--- src/rtl/cpu6_pkg.sv ---
package cpu6_pkg;

  localparam logic [5:0] OPC_RTYPE = 6'h00;
  localparam logic [5:0] OPC_BEQ   = 6'h04;
  localparam logic [5:0] OPC_ORI   = 6'h0D;
  localparam logic [5:0] OPC_LW    = 6'h23;
  localparam logic [5:0] OPC_SW    = 6'h2B;

  localparam logic [5:0] FN_ADD    = 6'h21;
  localparam logic [5:0] FN_SUB    = 6'h23;

  typedef enum logic [1:0] {
    ALU_ADD = 2'd0,
    ALU_SUB = 2'd1,
    ALU_OR  = 2'd2
  } alu_op_e;

  typedef struct packed {
    logic    reg_write;
    logic    dst_is_rd;
    logic    src_is_imm;
    logic    ext_signed;
    logic    mem_write;
    logic    wb_from_mem;
    logic    branch;
    alu_op_e alu_op;
  } ctrl_t;

endpackage

--- src/rtl/cpu6_decode.sv ---
module cpu6_decode
  import cpu6_pkg::*;
(
  input  logic [5:0] opcode_i,
  input  logic [5:0] funct_i,
  output ctrl_t      ctrl_o
);

  always_comb begin
    ctrl_o = '{reg_write: 1'b0, dst_is_rd: 1'b0, src_is_imm: 1'b0,
               ext_signed: 1'b0, mem_write: 1'b0, wb_from_mem: 1'b0,
               branch: 1'b0, alu_op: ALU_ADD};
    unique case (opcode_i)
      OPC_RTYPE: begin
        ctrl_o.dst_is_rd = 1'b1;
        if (funct_i == FN_ADD) begin
          ctrl_o.reg_write = 1'b1;
          ctrl_o.alu_op    = ALU_ADD;
        end else if (funct_i == FN_SUB) begin
          ctrl_o.reg_write = 1'b1;
          ctrl_o.alu_op    = ALU_SUB;
        end
      end
      OPC_ORI: begin
        ctrl_o.reg_write  = 1'b1;
        ctrl_o.src_is_imm = 1'b1;
        ctrl_o.alu_op     = ALU_OR;
      end
      OPC_LW: begin
        ctrl_o.reg_write   = 1'b1;
        ctrl_o.src_is_imm  = 1'b1;
        ctrl_o.ext_signed  = 1'b1;
        ctrl_o.wb_from_mem = 1'b1;
      end
      OPC_SW: begin
        ctrl_o.src_is_imm = 1'b1;
        ctrl_o.ext_signed = 1'b1;
        ctrl_o.mem_write  = 1'b1;
      end
      OPC_BEQ: begin
        ctrl_o.ext_signed = 1'b1;
        ctrl_o.branch     = 1'b1;
        ctrl_o.alu_op     = ALU_SUB;
      end
      default: ;
    endcase
  end

endmodule

--- src/rtl/cpu6_immext.sv ---
module cpu6_immext #(
  parameter int DW = 32
) (
  input  logic [15:0]   imm_i,
  input  logic          signed_i,
  output logic [DW-1:0] ext_o
);

  localparam int PAD = DW - 16;

  always_comb begin
    ext_o = {{PAD{signed_i & imm_i[15]}}, imm_i};
  end

endmodule

--- src/rtl/cpu6_alu.sv ---
module cpu6_alu
  import cpu6_pkg::*;
#(
  parameter int DW = 32
) (
  input  logic [DW-1:0] a_i,
  input  logic [DW-1:0] b_i,
  input  alu_op_e       op_i,
  output logic [DW-1:0] y_o,
  output logic          zero_o
);

  always_comb begin
    unique case (op_i)
      ALU_SUB: y_o = a_i - b_i;
      ALU_OR:  y_o = a_i | b_i;
      default: y_o = a_i + b_i;
    endcase
    zero_o = (y_o == '0);
  end

endmodule

--- src/rtl/cpu6_regfile.sv ---
module cpu6_regfile #(
  parameter int DW   = 32,
  parameter int NREG = 32
) (
  input  logic                    clk,
  input  logic                    rst,
  input  logic [$clog2(NREG)-1:0] raddr_a_i,
  input  logic [$clog2(NREG)-1:0] raddr_b_i,
  output logic [DW-1:0]           rdata_a_o,
  output logic [DW-1:0]           rdata_b_o,
  input  logic                    we_i,
  input  logic [$clog2(NREG)-1:0] waddr_i,
  input  logic [DW-1:0]           wdata_i
);

  localparam int AW = $clog2(NREG);

  logic [NREG-1:0][DW-1:0] bank;

  for (genvar g = 0; g < NREG; g++) begin : g_reg
    if (g == 0) begin : g_zero
      assign bank[g] = '0;
    end else begin : g_store
      logic [DW-1:0] q;
      always_ff @(posedge clk) begin
        if (we_i && waddr_i == AW'(g)) q <= wdata_i;
      end
      assign bank[g] = q;
    end
  end

  assign rdata_a_o = bank[raddr_a_i];
  assign rdata_b_o = bank[raddr_b_i];

  // a write to a nonzero register is visible after the edge
  assert_write_lands_R3: assert property (@(posedge clk) disable iff (rst)
    (we_i && waddr_i != '0) |=> (bank[$past(waddr_i)] == $past(wdata_i)));

  // register 0 keeps reading zero even right after a write aimed at it
  assert_zero_reg_R8: assert property (@(posedge clk) disable iff (rst)
    (we_i && waddr_i == '0) |=> (bank[0] == '0));

endmodule

--- src/rtl/cpu6_core.sv ---
module cpu6_core
  import cpu6_pkg::*;
#(
  parameter int DW   = 32,
  parameter int NREG = 32
) (
  input  logic          clk,
  input  logic          rst,
  output logic [DW-1:0] imem_addr,
  input  logic [31:0]   imem_rdata,
  output logic [DW-1:0] dmem_addr,
  output logic [DW-1:0] dmem_wdata,
  output logic          dmem_wen,
  input  logic [DW-1:0] dmem_rdata
);

  localparam int AW = $clog2(NREG);

  logic [DW-1:0] pc_q, pc_plus4, br_target, pc_next;
  logic [5:0]    f_op, f_fn;
  logic [AW-1:0] f_rs, f_rt, f_rd, dst;
  logic [15:0]   f_imm;
  ctrl_t         ctl;
  logic [DW-1:0] rs_val, rt_val, imm_ext, alu_b, alu_y, wb_data;
  logic          alu_zero, take;

  assign f_op  = imem_rdata[31:26];
  assign f_rs  = imem_rdata[25:21];
  assign f_rt  = imem_rdata[20:16];
  assign f_rd  = imem_rdata[15:11];
  assign f_fn  = imem_rdata[5:0];
  assign f_imm = imem_rdata[15:0];

  cpu6_decode u_dec (
    .opcode_i (f_op),
    .funct_i  (f_fn),
    .ctrl_o   (ctl)
  );

  cpu6_immext #(.DW(DW)) u_ext (
    .imm_i    (f_imm),
    .signed_i (ctl.ext_signed),
    .ext_o    (imm_ext)
  );

  assign dst     = ctl.dst_is_rd ? f_rd : f_rt;
  assign wb_data = ctl.wb_from_mem ? dmem_rdata : alu_y;

  cpu6_regfile #(.DW(DW), .NREG(NREG)) u_rf (
    .clk       (clk),
    .rst       (rst),
    .raddr_a_i (f_rs),
    .raddr_b_i (f_rt),
    .rdata_a_o (rs_val),
    .rdata_b_o (rt_val),
    .we_i      (ctl.reg_write),
    .waddr_i   (dst),
    .wdata_i   (wb_data)
  );

  assign alu_b = ctl.src_is_imm ? imm_ext : rt_val;

  cpu6_alu #(.DW(DW)) u_alu (
    .a_i    (rs_val),
    .b_i    (alu_b),
    .op_i   (ctl.alu_op),
    .y_o    (alu_y),
    .zero_o (alu_zero)
  );

  assign take      = ctl.branch & alu_zero;
  assign pc_plus4  = pc_q + DW'(4);
  assign br_target = pc_plus4 + {imm_ext[DW-3:0], 2'b00};
  assign pc_next   = take ? br_target : pc_plus4;

  always_ff @(posedge clk) begin
    if (rst) pc_q <= '0;
    else     pc_q <= pc_next;
  end

  assign imem_addr  = pc_q;
  assign dmem_addr  = alu_y;
  assign dmem_wdata = rt_val;
  assign dmem_wen   = ctl.mem_write;

  // reset returns the fetch address to zero
  assert_reset_pc_R1: assert property (@(posedge clk)
    rst |=> (imem_addr == '0));

  // sequential flow advances by one word
  assert_pc_step_R2: assert property (@(posedge clk) disable iff (rst)
    !(ctl.branch && alu_zero) |=> (imem_addr == $past(imem_addr) + DW'(4)));

  // only the store opcode strobes data memory
  assert_wen_store_R6: assert property (@(posedge clk) disable iff (rst)
    dmem_wen |-> (imem_rdata[31:26] == OPC_SW));

  // on a compare the zero flag means the two registers are equal
  assert_eq_flag_R7: assert property (@(posedge clk) disable iff (rst)
    ctl.branch |-> (alu_zero == (rs_val == rt_val)));

  // the OR immediate carries no sign bits
  assert_zext_R4: assert property (@(posedge clk) disable iff (rst)
    (f_op == OPC_ORI) |-> (alu_b[DW-1:16] == '0));

endmodule

--- config.mk ---
export PLATFORM = sky130hd
export DESIGN_NAME = cpu6_core
export DESIGN_NICKNAME = d
export VERILOG_FILES = /design/src/rtl/cpu6_pkg.sv /design/src/rtl/cpu6_decode.sv /design/src/rtl/cpu6_immext.sv /design/src/rtl/cpu6_alu.sv /design/src/rtl/cpu6_regfile.sv /design/src/rtl/cpu6_core.sv
export SDC_FILE = /design/constraint.sdc
export NUM_CORES = 2
export LEC_CHECK = 0
export BUFFER_PORTS_ARGS = -buffer_cell sky130_fd_sc_hd__buf_2
export CAP_MARGIN = 20
export CORE_MARGIN = 1.5
export CORE_UTILIZATION = 45
export CTS_CLUSTER_SIZE = 40
export DETAILED_ROUTE_END_ITERATION = 8
export GPL_ROUTABILITY_DRIVEN = 0
export GPL_TIMING_DRIVEN = 0
export PLACE_DENSITY_LB_ADDON = 0.2
export SLEW_MARGIN = 20
export SYNTH_ARGS = -nofsm -noshare
export SYNTH_HDL_FRONTEND = slang
export SYNTH_SLANG_ARGS = --single-unit
--- constraint.sdc ---
create_clock -name clk -period 23.8 [get_ports clk]
set_input_delay 2.38 -clock clk [delete_from_list [all_inputs] [get_ports clk]]
set_output_delay 2.38 -clock clk [all_outputs]
set_load 0.005 [all_outputs]
==> flow_metrics.tcl <==
set metrics [dict create \
    cp_max_fo 10 \
    crit_type "in -> out" \
    cts_tree "yes" \
    finalCritPeriodShare 0.5951 \
    areaGrowthSynthToFinish_pct 17.09 \
    grt_max_degree 32 \
    drive_gt1_frac 0.2988 \
    max_stage_delay_ns 1.02 \
    nets 3969 \
    path_depth 25 \
    yosys_warnings 0 \
    rsz0062_at_grt "no" \
    relSlewSlack 0.08212 \
    synth_edf_count 992 \
    synth_seq_area_share 0.5700 \
    grt_pass1_wl_um 317700 \
    maxCapViolCount 0 \
    ctsResizeCount 0 \
    clock-sinks 1022 \
    power.switching_mw 1.566 \
    p_int_mw 3.525 \
    start_util 0.4528 \
    numCtsBuffers 109 \
    ios 163 \
    crit_top_cell "buf_2" \
    synth_cell_type_count 97 \
    max-vdd-ir-drop_mv 0.1110 \
    clkPwrFrac 0.329 \
    ant_nets 0 \
    root_buffer "clkbuf_16" \
    fmax_mhz 70.60 \
    reg2reg_depth 24 \
    p_sw_frac 0.3075 \
    start_kind "primary input" \
    grt_pass1_vias 37840 \
    wl_um 239300 \
    die_w_um 347.2 \
    tns_ns 0 \
    power.leakage_nw 21.42 \
    skew_ns 0.04818 \
    cp_num_buf_inv 10 \
    hold_buffers 0 \
    synthCells 3465 \
    post_cts_buffers 0 \
    status "finished, final reports clean" \
    async_flop_share 0 \
    hold_path.class "reg -> reg" \
    final_common_cell "edfxtp_1" \
    antenna_found_initial 16 \
    pwr-share-seq 0.445 \
    drcViolationCount 0 \
    power_density_nw_per_um2 81.54 \
    routedWlPerCell_um 43.69 \
    vias 40350 \
    tightestPinTransition_ns 1.374 \
    postSynthAreaPerCell_um2 15.39 \
    grt.overflow.total 0 \
    final_cell_mix "992 x edfxtp_1, 431 x mux4_2, 238 x buf_2" \
    rows 126 \
    clkTransAtPathRegs_ns 0.06 \
    vias_per_cell 7.366 \
    finalHoldViolations 0 \
    grtUsageTotal 0.3917 \
    cp_top_family "buffers and inverters" \
    fp.dieArea_um2 120600 \
    finalMaxSlewViolations 0 \
    pwr-share-comb 0.226 \
    setup_viol 0 \
    drt-initial-drc-count 8157 \
    slowest_stage "clkbuf_1" \
    critPathRequiredTime_ns 21.42 \
    ys_ff_latch 1022 \
    die-height_um 347.2 \
    syn_area_um2 53320 \
    endpoint_kind "primary output" \
    htreeDepth 3 \
    fill_cells 9569 \
    whs_path_depth 3 \
    cts_buffer_depth 3 \
    hpwl_um 169500 \
    worstPathArrival_ns 11.78 \
    place_area_um2 58940 \
    insertion_delay_ns 0.73 \
    coreArea_um2 117800 \
    firstDrtPassIters 9 \
    min_period_ns 14.16 \
    fin_area_um2 62430 \
    numPortBuffers 153 \
    ys.flop_type "edfxtp_1" \
]
==> cell usage after synthesis (58+ instances only) <==
cell type | number | area, µm²
buf_2 | 63 | 315.3
edfxtp_1 | 992 | 29790
mux4_2 | 431 | 9707
nand2_1 | 210 | 788.3
nor2_1 | 228 | 855.8
ha_1 | 63 | 788.3
mux2_2 | 59 | 664.4
o21ai_0 | 105 | 525.5
a21oi_1 | 123 | 615.6
clkbuf_1 | 84 | 315.3
mux2i_1 | 181 | 1812
inv_1 | 58 | 217.7
==> registers in the layout, summed over array words and instances (netlist names) <==
signal	cells
u_rf.g.g_store.q	992
imem_addr	30
==> worst min-delay path: cells and delay by family, from the launching register on <==
kind | cells | cell delay (ns)
AND/OR/NAND/NOR | 1 | 0.08
XOR/XNOR | 1 | 0.10
AO/OA/AOI/OAI | 1 | 0.05
flip-flops | 1 | 0.34
==> cells by family (layout without fill, tap and decap cells) <==
kind of cell | count (synthesis) | in the layout | share of synthesized area
muxes | 677 | 677 | 0.2314
adders and majority gates | 65 | 65 | 0.01553
and+or+nand+nor | 715 | 715 | 0.06355
DFF | 1022 | 1022 | 0.5700
AOI/OAI and AO/OA | 600 | 600 | 0.07697
other | 1 | 12 | 0.00007033
buffers and inverters | 291 | 757 | 0.02703
xor gates and xnor gates | 94 | 94 | 0.01544
==> metrics by stage <==
step                      power (mW)  setup WS (ns)  utilization  instances  hold slack (ns)
final                          5.091          9.636       0.5301       5478           0.6087
after global routing           5.171          9.815       0.5300       5471           0.6504
after CTS                      5.015          10.03       0.5296       5466           0.5970
after detailed placement       3.387          10.05       0.5005       5261           0.5833
after global placement         3.298          8.928       0.4756       5155           0.5842
after floorplan                2.850          13.46            -       3466           0.5772
==> power groups by stage <==
stage | sequential (mW) | clock, mW | combinational [mW]
after CTS | 2.27 | 1.66 | 1.09
after floorplan | 2.31 | 0 | 0.542
after global placement | 2.33 | 0 | 0.971
final | 2.27 | 1.68 | 1.15
after detailed placement | 2.30 | 0 | 1.08
after global routing | 2.26 | 1.73 | 1.18
==> layout make-up <==
cell class	instances	area, µm²	share of cell area
clock inverter	72	544.3	0.008718
multi-input combinational	2153	22050	0.3532
buffer	230	1280	0.02050
antenna	10	25.02	0.0004008
inverter	61	229.0	0.003667
sequential	1022	30390	0.4868
timing repair buffer	261	3110	0.04982
clock buffer	133	2882	0.04615
tap	1536	1922	0.03078
==> per-layer routing <==
metal	wire, µm	up-vias	global-route usage
met3	43070	1012	0.1891
li1	-	14920	-
met5	594	-	0.01761
met4	18350	22	0.2427
met1	79070	20390	0.4836
met2	98270	4008	0.5495
==> final timing paths <==
path	startpoint	end	slack, ns
worst max-delay path	imem_rdata[22]	dmem_addr[31]	9.64
worst min register to register	imem_addr[31]	imem_addr[31]	0.61
worst max register to register	u_rf.g_reg[28].g_store.q[12]	imem_addr[8]	15.54
worst min-delay path	imem_addr[31]	imem_addr[31]	0.61
Note: power is estimated with default switching activity, not from simulation.
